**config.mk**
```make
export PLATFORM = sky130hd
export DESIGN_NAME = dbell_unit
export DESIGN_NICKNAME = d
export VERILOG_FILES = /design/src/rtl/dbell_pkg.sv /design/src/rtl/dbell_trig_dec.sv /design/src/rtl/dbell_cpu_bank.sv /design/src/rtl/dbell_rdmux.sv /design/src/rtl/dbell_unit.sv
export SDC_FILE = /design/constraint.sdc
export NUM_CORES = 1
export LEC_CHECK = 0
export ABC_AREA = 1
export BUFFER_PORTS_ARGS = -buffer_cell sky130_fd_sc_hd__buf_2
export CAP_MARGIN = 20
export CORE_ASPECT_RATIO = 1.5
export CORE_MARGIN = 4
export CORE_UTILIZATION = 54
export CTS_CLUSTER_DIAMETER = 120
export CTS_CLUSTER_SIZE = 14
export DETAILED_ROUTE_END_ITERATION = 8
export PLACE_DENSITY = 0.84
export SLEW_MARGIN = 15
export SYNTH_ARGS = -nofsm -noshare
export SYNTH_HDL_FRONTEND = slang
export SYNTH_HIERARCHICAL = 1
export SYNTH_SLANG_ARGS = --single-unit
```
**constraint.sdc**
```tcl
create_clock -name clk -period 3 [get_ports clk]
set_input_delay 0.9 -clock clk [delete_from_list [all_inputs] [get_ports clk]]
set_output_delay 0.9 -clock clk [all_outputs]
set_load 0.05 [all_outputs]
```
**src/rtl/dbell_pkg.sv**
```systemverilog
package dbell_pkg;
  localparam int unsigned REG_W   = 32;
  localparam int unsigned IDX_W   = 5;
  localparam int unsigned MAP_LSB = 8;
  localparam int unsigned IPI_LSB = 0;
  localparam int unsigned IPI_MSB = 7;
  localparam int unsigned MSI_LSB = 16;
  localparam int unsigned MSI_MSB = 31;
  localparam int unsigned OFS_TRIG  = 4;
  localparam int unsigned OFS_CAUSE = 8;
  localparam int unsigned OFS_MASK  = 12;
endpackage

```
**src/rtl/dbell_trig_dec.sv**
```systemverilog
module dbell_trig_dec
  import dbell_pkg::*;
#(
  parameter int unsigned NCPU   = 4,
  parameter int unsigned ADDR_W = 4,
  localparam int unsigned CPU_W = (NCPU > 1) ? $clog2(NCPU) : 1
) (
  input  logic              valid,
  input  logic [CPU_W-1:0]  src,
  input  logic [ADDR_W-1:0] addr,
  input  logic [REG_W-1:0]  data,
  output logic [NCPU-1:0]   hit,
  output logic [REG_W-1:0]  set_vec
);
  logic [NCPU-1:0] map;
  logic            fire;
  logic            unused_bits;

  assign unused_bits = ^{data[REG_W-1:MAP_LSB+NCPU], data[MAP_LSB-1:IDX_W]};

  always_comb begin
    map     = data[MAP_LSB +: NCPU];
    fire    = valid && (addr == ADDR_W'(OFS_TRIG));
    hit     = '0;
    if (fire) begin
      // an empty target map falls back to the writer itself
      hit = (map == '0) ? (NCPU'(1) << src) : map;
    end
    set_vec = REG_W'(1) << data[IDX_W-1:0];
  end
endmodule

```
**src/rtl/dbell_cpu_bank.sv**
```systemverilog
module dbell_cpu_bank
  import dbell_pkg::*;
#(
  parameter int unsigned ADDR_W = 4
) (
  input  logic              clk,
  input  logic              rst,
  input  logic              set_en,
  input  logic [REG_W-1:0]  set_vec,
  input  logic              wr_en,
  input  logic [ADDR_W-1:0] wr_addr,
  input  logic [REG_W-1:0]  wr_data,
  output logic [REG_W-1:0]  cause_q,
  output logic [REG_W-1:0]  mask_q,
  output logic              ipi_q,
  output logic              msi_q
);
  logic [REG_W-1:0] cause_n;
  logic [REG_W-1:0] mask_n;

  always_comb begin
    cause_n = cause_q;
    mask_n  = mask_q;
    if (wr_en && (wr_addr == ADDR_W'(OFS_CAUSE))) cause_n = cause_n & wr_data;
    if (wr_en && (wr_addr == ADDR_W'(OFS_MASK)))  mask_n  = wr_data;
    // setting is applied after the clear so a collision leaves the bit set
    if (set_en) cause_n = cause_n | set_vec;
  end

  always_ff @(posedge clk) begin
    if (rst) begin
      cause_q <= '0;
      mask_q  <= '0;
      ipi_q   <= 1'b0;
      msi_q   <= 1'b0;
    end else begin
      cause_q <= cause_n;
      mask_q  <= mask_n;
      ipi_q   <= |(cause_n[IPI_MSB:IPI_LSB] & mask_n[IPI_MSB:IPI_LSB]);
      msi_q   <= |(cause_n[MSI_MSB:MSI_LSB] & mask_n[MSI_MSB:MSI_LSB]);
    end
  end
endmodule

```
**src/rtl/dbell_rdmux.sv**
```systemverilog
module dbell_rdmux
  import dbell_pkg::*;
#(
  parameter int unsigned NCPU   = 4,
  parameter int unsigned ADDR_W = 4,
  localparam int unsigned CPU_W = (NCPU > 1) ? $clog2(NCPU) : 1
) (
  input  logic                  clk,
  input  logic                  rst,
  input  logic [NCPU*REG_W-1:0] cause_flat,
  input  logic [NCPU*REG_W-1:0] mask_flat,
  input  logic [CPU_W-1:0]      rd_cpu,
  input  logic [ADDR_W-1:0]     rd_addr,
  output logic [REG_W-1:0]      rd_data
);
  logic [REG_W-1:0] sel;

  always_comb begin
    sel = '0;
    if (int'(rd_cpu) < NCPU) begin
      if (rd_addr == ADDR_W'(OFS_CAUSE)) sel = cause_flat[rd_cpu*REG_W +: REG_W];
      if (rd_addr == ADDR_W'(OFS_MASK))  sel = mask_flat[rd_cpu*REG_W +: REG_W];
    end
  end

  always_ff @(posedge clk) begin
    if (rst) rd_data <= '0;
    else     rd_data <= sel;
  end
endmodule

```
**src/rtl/dbell_unit.sv**
```systemverilog
module dbell_unit
  import dbell_pkg::*;
#(
  parameter int unsigned NCPU   = 4,
  parameter int unsigned ADDR_W = 4,
  localparam int unsigned CPU_W = (NCPU > 1) ? $clog2(NCPU) : 1
) (
  input  logic              clk,
  input  logic              rst,
  input  logic              gw_valid,
  input  logic [CPU_W-1:0]  gw_src,
  input  logic [ADDR_W-1:0] gw_addr,
  input  logic [31:0]       gw_data,
  input  logic              lw_valid,
  input  logic [CPU_W-1:0]  lw_cpu,
  input  logic [ADDR_W-1:0] lw_addr,
  input  logic [31:0]       lw_data,
  input  logic [CPU_W-1:0]  rd_cpu,
  input  logic [ADDR_W-1:0] rd_addr,
  output logic [31:0]       rd_data,
  output logic [NCPU-1:0]   ipi_irq,
  output logic [NCPU-1:0]   msi_irq
);
  logic [NCPU-1:0]       hit;
  logic [REG_W-1:0]      set_vec;
  logic [NCPU*REG_W-1:0] cause_flat;
  logic [NCPU*REG_W-1:0] mask_flat;

  dbell_trig_dec #(.NCPU(NCPU), .ADDR_W(ADDR_W)) u_dec (
    .valid   (gw_valid),
    .src     (gw_src),
    .addr    (gw_addr),
    .data    (gw_data),
    .hit     (hit),
    .set_vec (set_vec)
  );

  for (genvar c = 0; c < NCPU; c++) begin : g_cpu
    logic sel_local;
    assign sel_local = lw_valid && (int'(lw_cpu) == c);

    dbell_cpu_bank #(.ADDR_W(ADDR_W)) u_bank (
      .clk     (clk),
      .rst     (rst),
      .set_en  (hit[c]),
      .set_vec (set_vec),
      .wr_en   (sel_local),
      .wr_addr (lw_addr),
      .wr_data (lw_data),
      .cause_q (cause_flat[c*REG_W +: REG_W]),
      .mask_q  (mask_flat[c*REG_W +: REG_W]),
      .ipi_q   (ipi_irq[c]),
      .msi_q   (msi_irq[c])
    );
  end

  dbell_rdmux #(.NCPU(NCPU), .ADDR_W(ADDR_W)) u_rd (
    .clk        (clk),
    .rst        (rst),
    .cause_flat (cause_flat),
    .mask_flat  (mask_flat),
    .rd_cpu     (rd_cpu),
    .rd_addr    (rd_addr),
    .rd_data    (rd_data)
  );
endmodule

```
==> metrics.md <==
| Metric | Value |
|---|---|
| Starting Density | 0.5462 |
| Delay-heaviest family, CP | simple AND/OR/NAND/NOR gates |
| # hold bufs at CTS | 0 |
| P_int | 5.619 mW |
| # Post-CTS Setup Buffers | 0 |
| Comb pwr share | 0.095 |
| Min cycle time layout | 2.517 ns |
| # resized after CTS | 0 |
| Switching portion of total power | 0.2618 |
| Placed cells | 3,210 |
| First-pass GRT wire length | 83.24 mm |
| Cell Count, Final, Fillers Out | 3,241 |
| Final period util | 0.8389 |
| Final Hold Viols | 0 |
| Unique masters post-synth | 27 |
| RSZ-0062 raised after global routing | false |
| Overflow after GRT | 0 |
| GRT Total Usage | 0.2945 |
| DR iter-0 viols | 2,071 |
| Via Count | 17,880 |
| #FFs+latches synth | 296 |
| CP cell instances | buf_2 -> inv_1 -> nor2_1 -> nand2_1 -> inv_1 -> nand3_4 -> buf_4 -> o21ai_1 -> nand2_1 -> nand2_1 -> nand2_1 -> nor2_1 -> a21oi_1 |
| Clk_lat worst skew | 0.56 ns |
| Yosys Warn Count | 6 |
| H-tree levels | 1 |
| Die area | 34,250 um^2 |
| Tightest Pin Transition | 0.7875 ns |
| Slowest stage cell, crit path | nand3_4 |
| Final slew viol count | 0 |
| Slack of the worst reg-to-reg path | 1.40 ns |
| Setup TNS | 0 ns |
| Normalized max-slew margin | 0.4750 |
| CTS clk-pin slew, worst paths | 0.07 ns |
| Status | complete, no violations |
| Core Rows | 79 |
| Vias per cell | 5.517 |
| Die height | 224.7 um |
| Number of clock sinks | 296 |
| Most common cell after layout, fill and taps aside | nand2_1 |
| I/O pin total | 126 |
| Die extent in x | 152.4 um |
| Largest net degree at the start of global routing | 104 |
| Max_cap viols | 0 |
| Setup crit start kind | input pin |
| Design Power | 7.612 mW |
| P&R area growth vs syn | 9.188% |
| DR DRC count | 0 |
| Slowest stage delay, CP | 0.38 ns |
| Nature of the critical path endpoint | flip-flop |
| Most used cell, CP | nand2_1 |
| Wirelength, routed | 53.05 mm |
| WP buf/inv | 4 |
| LEAKAGE | 8.842 nW |
| Crit path DAT | 2.96 ns |
| Core Region | 30,940 um^2 |
| Psw | 1.993 mW |
| Pre-antenna DRT Iters | 6 |
| Hold Slack | 0.4623 ns |
| Hold crit path type | reg2reg |
| Synthesized cell area | 16,900 um^2 |
| Routability cong. | 0.9279 |
| Register area share after synthesis | 0.3506 |
| Routed Antenna Nets | 0 |
| CTS buffer count | 25 |
| Syn Inst Count | 2,781 |
| Sequential Power Share | 0.519 |
| Vias in the first global route | 16,960 |
| Antenna violations before repair | 3 |
| CTS tree | yes |
| Power per Cell Area | 412.5 nW/um^2 |
| Syn Nets | 2,867 |
| PortBufs | 102 |
| Synth Area per Inst | 6.077 um^2 |
| Detailed Place HPWL | 35.44 mm |
| Fraction of layout cells with a size suffix above 1 | 0.09004 |
| Clock group share of total power | 0.386 |
| Max Buffers Root-to-Sink | 3 |
| Root Buffer | clkbuf_16 |
| Net count, final | 2,918 |
| Routed length per instance | 16.37 um |
| Crit Path Category | in2reg |
| Achievable Freq | 0.3974 GHz |
| Critical Path RT | 3.44 ns |
| Setup violators final | 0 |
| Max IR drop VDD | 0.0003350 V |
| Final Skew | 0.03107 ns |
| Max FO, Critical Path | 17 |
| Commonest non-fill, non-tap cells in the layout | 944 x nand2_1, 524 x inv_1, 296 x dfxtp_1, 184 x nand3_1, 174 x nor2_1 |
==> worst paths after layout <==
kind,from,cells after the start,to
hold / removal,g_cpu[2].u_bank/mask_q[13],2,g_cpu[2].u_bank/mask_q[13]
setup reg to reg,g_cpu[2].u_bank/cause_q[24],10,g_cpu[2].u_bank/msi_q
setup / recovery,lw_cpu[1],13,g_cpu[3].u_bank/ipi_q
hold reg to reg,g_cpu[2].u_bank/mask_q[13],2,g_cpu[2].u_bank/mask_q[13]
==> through the flow <==
stage | setup slack [ns] | instance area (um^2) | utilization
finish | 0.4833 | 18450 | 0.5964
global route | 0.3905 | 18450 | 0.5964
CTS | 0.5861 | 18440 | 0.5961
detailed placement | 0.004011 | 17790 | 0.5751
global placement | 0.04281 | 17790 | 0.5751
floorplan | 0.7579 | 16900 | -
==> cell usage after synthesis <==
library cell  count  area share
nand2_1         944        0.21
inv_1           525        0.12
o21a_1           36       0.016
dfxtp_1         296        0.35
or2_4             1     0.00052
buf_2            67       0.020
nor2_1          174       0.039
nor2_4            5      0.0033
inv_4             1     0.00037
o21ai_1          44       0.013
nor3_4            1     0.00096
a21oi_1         148       0.044
nor3_1           12      0.0036
clkbuf_1         47       0.010
o21ai_2           4      0.0021
nand3_4           4      0.0041
buf_1             2     0.00044
inv_6             2      0.0010
nand3_2           6      0.0036
nand2_2          16      0.0059
buf_6            32       0.021
nand3_1         184       0.054
buf_4             9      0.0040
nand4_1          87       0.032
a31oi_1          52       0.019
o21ai_0          80       0.024
inv_2             2     0.00044
==> flip-flops by register name, summed over array words and instances (netlist names) <==
signal,cells
g_cpu.u_bank/cause_q,128
g_cpu.u_bank/ipi_q,4
g_cpu.u_bank/mask_q,128
g_cpu.u_bank/msi_q,4
u_rd/rd_data,32
==> power groups by stage <==
| stage | Combinational, mW | Sequential, mW | Clock [mW] |
|---|---|---|---|
| 2_1_floorplan | 0.420 | 4.06 | 0 |
| 3_3_place_gp | 0.681 | 4.04 | 0 |
| 6_report | 0.721 | 3.95 | 2.94 |
| 3_5_place_dp | 0.695 | 4.04 | 0 |
| 5_1_grt | 0.772 | 3.95 | 3.11 |
| 4_1_cts | 0.700 | 3.95 | 2.98 |
==> per-layer routing <==
layer	wire, um	GRT usage	up-vias
li1	-	-	8640
met1	19610	0.3344	8057
met2	25430	0.5195	958
met3	4453	0.03773	227
met4	3558	0.1927	0
met5	0	0	-
==> final cells by class <==
class	instances	area [um^2]
diodes	4	10.01
repair buffers	181	1315
clock buffers	25	625.6
inverters	530	2004
flip-flops and latches	296	5926
well taps	405	506.7
clock inverters	2	25.02
multi-input cells	1798	8040
fillers	2834	12490
==> cell families after synthesis <==
group                  Yosys count  synth area share
DFF                            296            0.3506
buffers and inverters          687            0.1745
AOI/OAI and AO/OA              364            0.1179
and+or+nand+nor               1434            0.3570
==> worst reg2reg max path, stage by stage, from the launching register on <==
cell     delay [ns]
dfxtp_1        0.34
nand2_1        0.07
inv_1          0.04
nand4_1        0.10
nand3_1        0.11
nand2_1        0.08
nand2_1        0.05
nor2_1         0.27
nand2_1        0.18
nor2_1         0.17
nor2_1         0.06
Power figures use the tool's default switching activity.
